**src/rtl/shadow_param_loader_pkg.sv**
```systemverilog
package shadow_param_loader_pkg;

  typedef enum logic {
    DEST_PARAM = 1'b0,
    DEST_SLEW  = 1'b1
  } dest_e;

  // index of the lowest set bit (0 when none is set)
  function automatic int unsigned first_set(input logic [31:0] m);
    int unsigned r;
    r = 0;
    for (int i = 31; i >= 0; i--) begin
      if (m[i]) r = i;
    end
    return r;
  endfunction

  // mask with its lowest set bit removed
  function automatic logic [31:0] drop_first(input logic [31:0] m);
    return m & (m - 32'd1);
  endfunction

endpackage

```
**src/rtl/shadow_bank.sv**
```systemverilog
module shadow_bank
  import shadow_param_loader_pkg::*;
#(
  parameter int NP = 5,
  parameter int AW = 10,
  parameter int DW = 34,
  parameter int IW = 3
) (
  input  logic          clk,
  input  logic          rst_n,
  input  logic          host_we,
  input  logic [IW-1:0] host_sel,
  input  logic          host_is_addr,
  input  logic [DW-1:0] host_wdata,
  input  logic          copying,
  input  logic          start,
  input  logic          done_now,
  input  logic [IW-1:0] rd_idx,
  output logic [NP-1:0] flags,
  output logic [AW-1:0] rd_addr,
  output logic [DW-1:0] rd_data
);

  localparam logic [IW-1:0] LAST_IDX = IW'(NP - 1);

  logic [AW-1:0] addr_q [NP];
  logic [DW-1:0] data_q [NP];
  logic [NP-1:0] flag_q;

  logic          hold_v;
  logic [IW-1:0] hold_sel;
  logic          hold_is_addr;
  logic [DW-1:0] hold_data;

  logic sel_ok, direct_wr, capture, apply_hold;

  assign sel_ok     = host_sel <= LAST_IDX;
  assign direct_wr  = host_we && sel_ok && ((!copying && !start) || done_now);
  assign capture    = host_we && sel_ok && !direct_wr;
  assign apply_hold = hold_v && done_now;

  always_ff @(posedge clk) begin
    if (!rst_n) begin
      flag_q <= '0;
      for (int p = 0; p < NP; p++) begin
        addr_q[p] <= '0;
        data_q[p] <= '0;
      end
    end else begin
      for (int p = 0; p < NP; p++) begin
        if (done_now) flag_q[p] <= 1'b0;
        if (apply_hold && hold_sel == IW'(p)) begin
          flag_q[p] <= 1'b1;
          if (hold_is_addr) addr_q[p] <= hold_data[AW-1:0];
          else              data_q[p] <= hold_data;
        end
        if (direct_wr && host_sel == IW'(p)) begin
          flag_q[p] <= 1'b1;
          if (host_is_addr) addr_q[p] <= host_wdata[AW-1:0];
          else              data_q[p] <= host_wdata;
        end
      end
    end
  end

  always_ff @(posedge clk) begin
    if (!rst_n) begin
      hold_v       <= 1'b0;
      hold_sel     <= '0;
      hold_is_addr <= 1'b0;
      hold_data    <= '0;
    end else if (capture) begin
      hold_v       <= 1'b1;
      hold_sel     <= host_sel;
      hold_is_addr <= host_is_addr;
      hold_data    <= host_wdata;
    end else if (apply_hold) begin
      hold_v <= 1'b0;
    end
  end

  assign flags   = flag_q;
  assign rd_addr = addr_q[rd_idx];
  assign rd_data = data_q[rd_idx];


  flags_clear_chk: assert property (@(posedge clk) disable iff (!rst_n)
    (done_now && !host_we && !hold_v) |=> (flag_q == '0));


  held_write_lands_chk: assert property (@(posedge clk) disable iff (!rst_n)
    (hold_v && done_now) |=> (!hold_v && flag_q != '0));

endmodule

```
**src/rtl/commit_seq.sv**
```systemverilog
module commit_seq
  import shadow_param_loader_pkg::*;
#(
  parameter int NP = 5,
  parameter int IW = 3
) (
  input  logic          clk,
  input  logic          rst_n,
  input  logic          go_param,
  input  logic          go_slew,
  input  logic          frame_tick,
  input  logic [NP-1:0] flags,
  output logic          param_pend,
  output logic          slew_pend,
  output logic          copying,
  output dest_e         dest,
  output logic          start,
  output logic          done_now,
  output logic [IW-1:0] cur_idx
);

  logic          copying_q;
  dest_e         dest_q;
  logic [NP-1:0] rem_q;
  logic          pp_q, sp_q;
  dest_e         start_dest, done_dest;
  logic          empty_start, last_write;

  assign start       = !copying_q && frame_tick && (pp_q || sp_q);
  assign start_dest  = pp_q ? DEST_PARAM : DEST_SLEW;
  assign empty_start = start && (flags == '0);
  assign last_write  = copying_q && (drop_first(32'(rem_q)) == 32'd0);
  assign done_now    = last_write || empty_start;
  assign done_dest   = copying_q ? dest_q : start_dest;
  assign cur_idx     = IW'(first_set(32'(rem_q)));

  always_ff @(posedge clk) begin
    if (!rst_n) begin
      pp_q <= 1'b0;
      sp_q <= 1'b0;
    end else begin
      pp_q <= (pp_q && !(done_now && done_dest == DEST_PARAM)) || go_param;
      sp_q <= (sp_q && !(done_now && done_dest == DEST_SLEW))  || go_slew;
    end
  end

  always_ff @(posedge clk) begin
    if (!rst_n) begin
      copying_q <= 1'b0;
      dest_q    <= DEST_PARAM;
      rem_q     <= '0;
    end else if (start && !empty_start) begin
      copying_q <= 1'b1;
      dest_q    <= start_dest;
      rem_q     <= flags;
    end else if (copying_q) begin
      rem_q <= NP'(drop_first(32'(rem_q)));
      if (last_write) copying_q <= 1'b0;
    end
  end

  assign param_pend = pp_q;
  assign slew_pend  = sp_q;
  assign copying    = copying_q;
  assign dest       = dest_q;


  rem_shrinks_chk: assert property (@(posedge clk) disable iff (!rst_n)
    (copying_q && !last_write) |=> ($countones(rem_q) == $countones($past(rem_q)) - 1));


  pend_clears_chk: assert property (@(posedge clk) disable iff (!rst_n)
    (done_now && done_dest == DEST_PARAM && !go_param) |=> !param_pend);


  start_on_tick_chk: assert property (@(posedge clk) disable iff (!rst_n)
    $rose(copying_q) |-> $past(frame_tick));


  param_first_chk: assert property (@(posedge clk) disable iff (!rst_n)
    ($rose(copying_q) && $past(param_pend)) |-> (dest_q == DEST_PARAM));

endmodule

```
**src/rtl/dest_steer.sv**
```systemverilog
module dest_steer
  import shadow_param_loader_pkg::*;
#(
  parameter int AW = 10,
  parameter int DW = 34
) (
  input  logic          clk,
  input  logic          rst_n,
  input  logic          copying,
  input  dest_e         dest,
  input  logic [AW-1:0] src_addr,
  input  logic [DW-1:0] src_data,
  output logic          pm_we,
  output logic [AW-1:0] pm_addr,
  output logic [DW-1:0] pm_wdata,
  output logic          sm_we,
  output logic [AW-1:0] sm_addr,
  output logic [DW-1:0] sm_wdata
);

  assign pm_we    = copying && (dest == DEST_PARAM);
  assign sm_we    = copying && (dest == DEST_SLEW);
  assign pm_addr  = src_addr;
  assign sm_addr  = src_addr;
  assign pm_wdata = src_data;
  assign sm_wdata = src_data;


  single_port_chk: assert property (@(posedge clk) disable iff (!rst_n)
    !(pm_we && sm_we));


  quiet_when_idle_chk: assert property (@(posedge clk) disable iff (!rst_n)
    !copying |-> (!pm_we && !sm_we));

endmodule

```
**src/rtl/shadow_param_loader.sv**
```systemverilog
module shadow_param_loader
  import shadow_param_loader_pkg::*;
#(
  parameter int NP = 5,
  parameter int AW = 10,
  parameter int DW = 34,
  localparam int IW = (NP > 1) ? $clog2(NP) : 1
) (
  input  logic          clk,
  input  logic          rst_n,
  input  logic          host_we,
  input  logic [IW-1:0] host_sel,
  input  logic          host_is_addr,
  input  logic [DW-1:0] host_wdata,
  input  logic          go_param,
  input  logic          go_slew,
  input  logic          frame_tick,
  output logic          param_pend,
  output logic          slew_pend,
  output logic          pm_we,
  output logic [AW-1:0] pm_addr,
  output logic [DW-1:0] pm_wdata,
  output logic          sm_we,
  output logic [AW-1:0] sm_addr,
  output logic [DW-1:0] sm_wdata
);

  logic [NP-1:0] flags;
  logic          copying, start, done_now;
  dest_e         dest;
  logic [IW-1:0] cur_idx;
  logic [AW-1:0] cur_addr;
  logic [DW-1:0] cur_data;

  shadow_bank #(.NP(NP), .AW(AW), .DW(DW), .IW(IW)) i_bank (
    .clk(clk), .rst_n(rst_n),
    .host_we(host_we), .host_sel(host_sel), .host_is_addr(host_is_addr),
    .host_wdata(host_wdata),
    .copying(copying), .start(start), .done_now(done_now),
    .rd_idx(cur_idx), .flags(flags), .rd_addr(cur_addr), .rd_data(cur_data)
  );

  commit_seq #(.NP(NP), .IW(IW)) i_seq (
    .clk(clk), .rst_n(rst_n),
    .go_param(go_param), .go_slew(go_slew), .frame_tick(frame_tick),
    .flags(flags), .param_pend(param_pend), .slew_pend(slew_pend),
    .copying(copying), .dest(dest), .start(start), .done_now(done_now),
    .cur_idx(cur_idx)
  );

  dest_steer #(.AW(AW), .DW(DW)) i_steer (
    .clk(clk), .rst_n(rst_n),
    .copying(copying), .dest(dest), .src_addr(cur_addr), .src_data(cur_data),
    .pm_we(pm_we), .pm_addr(pm_addr), .pm_wdata(pm_wdata),
    .sm_we(sm_we), .sm_addr(sm_addr), .sm_wdata(sm_wdata)
  );


  reset_quiet_chk: assert property (@(posedge clk)
    !rst_n |=> (!param_pend && !slew_pend && !pm_we && !sm_we));

endmodule

```
**config.mk**
```make
export PLATFORM = sky130hd
export DESIGN_NAME = shadow_param_loader
export DESIGN_NICKNAME = d
export VERILOG_FILES = /design/src/rtl/shadow_param_loader_pkg.sv /design/src/rtl/shadow_bank.sv /design/src/rtl/commit_seq.sv /design/src/rtl/dest_steer.sv /design/src/rtl/shadow_param_loader.sv
export SDC_FILE = /design/constraint.sdc
export NUM_CORES = 1
export LEC_CHECK = 0
export BUFFER_PORTS_ARGS = -buffer_cell sky130_fd_sc_hd__buf_2
export CAP_MARGIN = 10
export CORE_MARGIN = 2
export CORE_UTILIZATION = 50
export DETAILED_ROUTE_END_ITERATION = 10
export PLACE_DENSITY = 0.69
export RECOVER_POWER = 50
export SLEW_MARGIN = 20
export SYNTH_ARGS = -nofsm -noshare
export SYNTH_HDL_FRONTEND = slang
export SYNTH_HIERARCHICAL = 1
export SYNTH_SLANG_ARGS = --single-unit
```
**constraint.sdc**
```tcl
create_clock -name clk -period 6.1 [get_ports clk]
set_input_delay 1.83 -clock clk [delete_from_list [all_inputs] [get_ports clk]]
set_output_delay 1.83 -clock clk [all_outputs]
set_load 0.01 [all_outputs]
```
### After elaboration in Yosys (flattened, before gate mapping)

Memory sizes are Yosys's and may differ from the RTL's.
Index checks and enable logic that the tools add are counted.

* memory bits (writable): 220
* output and inout bits: 92
* input port bits: 44
* memories kept: 2
* register bits: 53

Memory list
* i_bank.data_q: words 5, width 34, read ports 1, clocked after memory_dff 0, wr ports 5, RTL line shadow_bank.sv:27 `logic [DW-1:0] data_q [NP];`
* i_bank.addr_q: words 5, width 10, read ports 1, clocked after memory_dff 0, wr ports 5, RTL line shadow_bank.sv:26 `logic [AW-1:0] addr_q [NP];`

* order comparisons: 1
* $add $sub $neg: 1
* muxes and demuxes: 110
* bitwise operators: 23
* reduce and logical (&&, ||, !) cells: 48
* equality and inequality tests: 8

Operator list (count)
* 34-bit two-way mux: 10
* 10-bit two-way mux: 10
* 1-bit two-way mux: 83
* 5-bit by 32-bit AND with 32-bit output: 1
* 32-bit zero test: 1
* 1-bit logical AND: 26
* 1-bit bitwise OR: 20
* 3-bit two-way mux: 5
* 3-bit nonzero test: 5
* 3-bit by 2-bit == test with 1-bit output (second input constant): 4
* 5-bit two-way mux: 2
* 3-bit by 1-bit == test with 1-bit output (second input constant): 2
* 3-bit == test (second input constant): 2
* 1-bit zero test: 6
* 3-bit zero test: 2
* 5-bit by 1-bit subtractor with 6-bit output (second input constant): 1
* 5-bit zero test: 1
* 1-bit logical OR: 5
* 2-bit nonzero test: 2
* 3-bit less-or-equal comparator (second input constant): 1
* 1-bit NOT: 2

### Depth between registers and ports, before layout

* depth in word-level cells: 12
* depth in mapped cells: 12

### By module

The synthesis kept the hierarchy.

By module, submodules not included
* shadow_bank: sequential area each 7487.2 µm², area an instance 13494.2 µm², instances 1, cells each 1182
* dest_steer: sequential area each 0.0 µm², area an instance 676.9 µm², instances 1, cells each 90
* commit_seq: sequential area each 180.2 µm², area an instance 496.7 µm², instances 1, cells each 61

### Worst setup path before layout

No wires, ideal clock.

* kind: in2reg
* from: in frame_tick
* to: mem i_bank.data_q[4][0] (enable)
* data required time: 5.659 ns
* setup time: 0.441 ns
* arrival: 4.509 ns
* path slack: 1.150 ns
* stages: 6
* path through: o21ai_0 -> nor3_1 -> o21a_1 -> o21bai_4 -> nand4_2 -> o221ai_1

RTL lines
* start, declared: RTL line shadow_param_loader.sv:17 `input logic frame_tick,`
* end, declared: RTL line shadow_bank.sv:27

==> summary.md <==
| Metric | Value |
|---|---|
| Final period util | a little under 90% |
| Minimum clock period | about 5.4 ns |
| Via-to-Cell Ratio | roughly 6.0 |
| Area after DPL | 0.01488 mm2 |
| H-tree levels | 1 |
| Post-DP HPWL | around 21000 um |
| Crit path max fanout | ~70 |
| Critical Path AT | 5.66 ns |
| CP Capture Type | flip-flop |
| Clk_skew | about 0.015 ns |
| # nets final | between 1000 and 1500 |
| Startpoint types | input pin |
| Post-CTS Setup Bufs | 0 |
| Mapped Area | 0.01467 mm2 |
| Max Buffers Root-to-Sink | 3 |
| # DRC | 0 |
| Area contributors post-synth | edfxtp_1 45%, nand2_1 8.3%, dfxtp_1 7.2% |
| Skew-Pair Late Insertion Delay | 0.57 ns |
| Area share of fa/ha/maj cells after synthesis | 0% |
| Cells after Synth | approximately 1300 |
| Layout cell share with drive strength beyond 1 | approximately a quarter |
| Final Max Slew Viols | 87 |
| Routed Antenna Nets | 0 |
| Crit path launch | rst_n |
| Fmax | between 0.15 and 0.2 GHz |
| Slew margin rel. | -72.59% |
| Min-delay worst type | flip-flop to flip-flop |
| Seq/Total Area, Yosys | 52.27% |
| Routed len/inst | roughly 22 um |
| Fraction of the mapped netlist area in compound gates | 10.15% |
| Power Dens Cells | approximately 270 mW/mm2 |
| WP data required | around 6.4 ns |
| Final core occ | a little over half |
| Simple-gate portion of the synthesized area | 12.38% |
| Multiplexer share of the synthesized area | around 17% |
| First-pass GRT wire length | between 50000 and 60000 um |
| Xor/xnor share of the synthesized area | 0% |
| Final hold vios | 0 |
| P_leak | roughly 5.3 nW |
| Maximum vdd drop | 0.0002160 V |
| Fill cell count | between 2000 and 2500 |
| Final Hold Slack | ~0.49 ns |
| Total GRT Usage | about a quarter |
| Share of Yosys cell area claimed by the top area cell type | 45.04% |
| Clk slew on worst S/H paths | 0.06 ns |
| Largest net degree at the start of global routing | 73 |
| Initial antenna violation count | 1 |
| Worst-margin pin slew | 2.589 ns |
| Final WS setup | 0.7395 ns |
| First-pass DRT Iterations | 7 |
| Area leader, netlist | edfxtp_1 |
| Die Area | between 0.03 and 0.04 mm2 |
| Syn-to-layout area delta | 7.379% |
| Syn Area/Cell | 11.00 um2 |
| Detailed-route via count | just over 10000 |
| Max-Cap Viols | 3 |
| Critical path class | input pin to flip-flop |
| CTS tree | done |
| Initial cell density of the core | between 50% and 60% |
| Pre-CTS WS | around 1.3 ns |
| FF+latch count, synth | approximately 270 |
| Post-CTS Hold Buffers | 0 |
| Total congestion overflow | 0 |
| GP Congestion | a little over 0.8 |
| Final wirelength | about 38000 um |
| Drt first-iter violations | around 1100 |
| Worst hold start | i_bank/hold_v$_SDFFE_PN0P_ |
| Die H | 175.3 um |
| Violated checks | capacitance limit, slew limit |
| Largest family of logic cells by synthesized area | multiplexers |
| Root buf cell | clkbuf_16 |
| TritonCTS Buffers | 29 |
| Synth Warn # | 6 |
| Post-cts sizing count | 0 |
| Number of flops mapped to enable cells by yosys | 220 |
| Status | finished, violations left |
| PortBufs | roughly 140 |
| Setup TNS | 0 ns |
| Vias in the first global route | 10045 |
| Final setup fails | 0 |
| Post-Syn Nets | around 1400 |
| RSZ-0062 raised after global routing | no |
| Worst r2r src | i_seq/copying$_SDFF_PN0_ |
| Synth Flop Type | edfxtp_1 |
| Boundary Pins | between 100 and 150 |
| Cell row count | 62 |
| Post-route cell area | roughly 0.016 mm2 |
| Die width | about 180 um |
| Ys async rst share | 0% |
| # clock sinks | between 200 and 300 |
| Core area | 0.02878 mm2 |
| Library cells used by synthesis | 65 |
[worst max-delay path, stage by stage]
cell and delay [ns]:
clkbuf_1 0.50, and4bb_1 0.51, nand2_2 0.08, clkbuf_2 0.71, and2_0 1.46, buf_12 0.41, a21oi_1 0.10
[cell families (layout without fill, tap and decap cells)]
group / after synthesis / after routing
compound gates: 258 / 258
buf+inv: 208 / 223
flops: 273 / 273
mux: 176 / 176
other cells: 0 / 1
simple gates: 418 / 418
[Yosys cell counts, drive strengths merged (2+ instances only)]
cell    count
a21boi     36
a21oi     156
a22o        2
a22oi       3
a31oi       2
and2        3
and3        4
and3b       3
buf       141
clkbuf     61
dfxtp      53
edfxtp    220
inv         6
mux2      112
mux2i      20
mux4       44
nand2     324
nand2b      5
nand3      16
nand4       2
nand4b      2
nor2       33
nor2b       5
nor3        7
nor3b       3
o211ai      4
o21a        3
o21ai      39
o221ai      3
o31a        2
or3         2
or4         2
[flip-flops by register name, indices dropped and copies added (netlist names)]
name,count
i_bank/hold_data,34
i_bank/hold_v,1
i_bank/data_q,170
i_bank/flags,5
i_seq/copying,1
i_bank/addr_q,50
i_seq/slew_pend,1
i_seq/dest,1
i_seq/param_pend,1
i_bank/hold_sel,3
i_bank/hold_is_addr,1
i_seq/rem_q,5
[routing by layer]
metal | part of all wire [%] | GRT usage (%) | up-vias
met3 | 8.8 | 3.593 | 87
met2 | 48 | 39.14 | 536
li1 | - | - | 4674
met1 | 40 | 33.40 | 5065
met4 | 3.0 | 9.028 | 0
met5 | 0 | 0 | -
[placed cells by master (no fill, tap or decap), types with 3 or more instances in the layout]
cell type / n
dfxtp_1: 53
and3_1: 3
and3b_1: 3
nor2_1: 31
edfxtp_1: 220
inv_1: 5
clkbuf_1: 22
a21boi_0: 25
a21oi_1: 156
o21ai_0: 37
mux2_2: 84
bufinv_16: 3
mux2_1: 28
buf_4: 13
clkinv_2: 7
nor2b_1: 5
nor3b_1: 3
clkbuf_16: 29
nor3_4: 3
clkbuf_8: 4
buf_2: 129
a21boi_1: 11
mux4_2: 44
clkinvlp_4: 3
mux2i_1: 20
nand2_1: 323
nand2b_1: 5
nand3_1: 16
o21a_1: 3
o211ai_1: 3
[power by group]
group	internal (mW)	switching, mW
registers	2.08	0.0376
clock network	1.05	0.753
logic	0.129	0.231
total	3.27	1.02
[metrics by stage]
step	power, mW	cells
3_3_place_gp	2.515	1678
3_5_place_dp	2.525	1678
5_1_grt	4.416	1732
4_1_cts	4.314	1732
2_1_floorplan	2.433	1333
6_report	4.289	1733
[area by class of cell]
type / instances / area (um2) / share of cell area, %
sequential: 273 / 7667 / 48.68
multi-input combinational: 852 / 5746 / 36.48
timing repair buffer: 163 / 857.1 / 5.442
clock buffer: 38 / 799.5 / 5.076
tap: 384 / 480.5 / 3.051
clock inverter: 16 / 175.2 / 1.112
inverter: 6 / 22.52 / 0.1430
antenna: 1 / 2.502 / 0.01589
[path summary, 6_finish.rpt]
path,to,slack (ns),cells past startpoint
worst max-delay path,i_bank/data_q[0][21]$_SDFFCE_PP0P_,0.74,7
worst min-delay path,i_bank/hold_v$_SDFFE_PN0P_,0.49,2
worst max register to register,i_bank/data_q[0][21]$_SDFFCE_PP0P_,1.35,10
worst min register to register,i_bank/hold_v$_SDFFE_PN0P_,0.49,2
No activity file was read; power rests on OpenSTA's default activity.
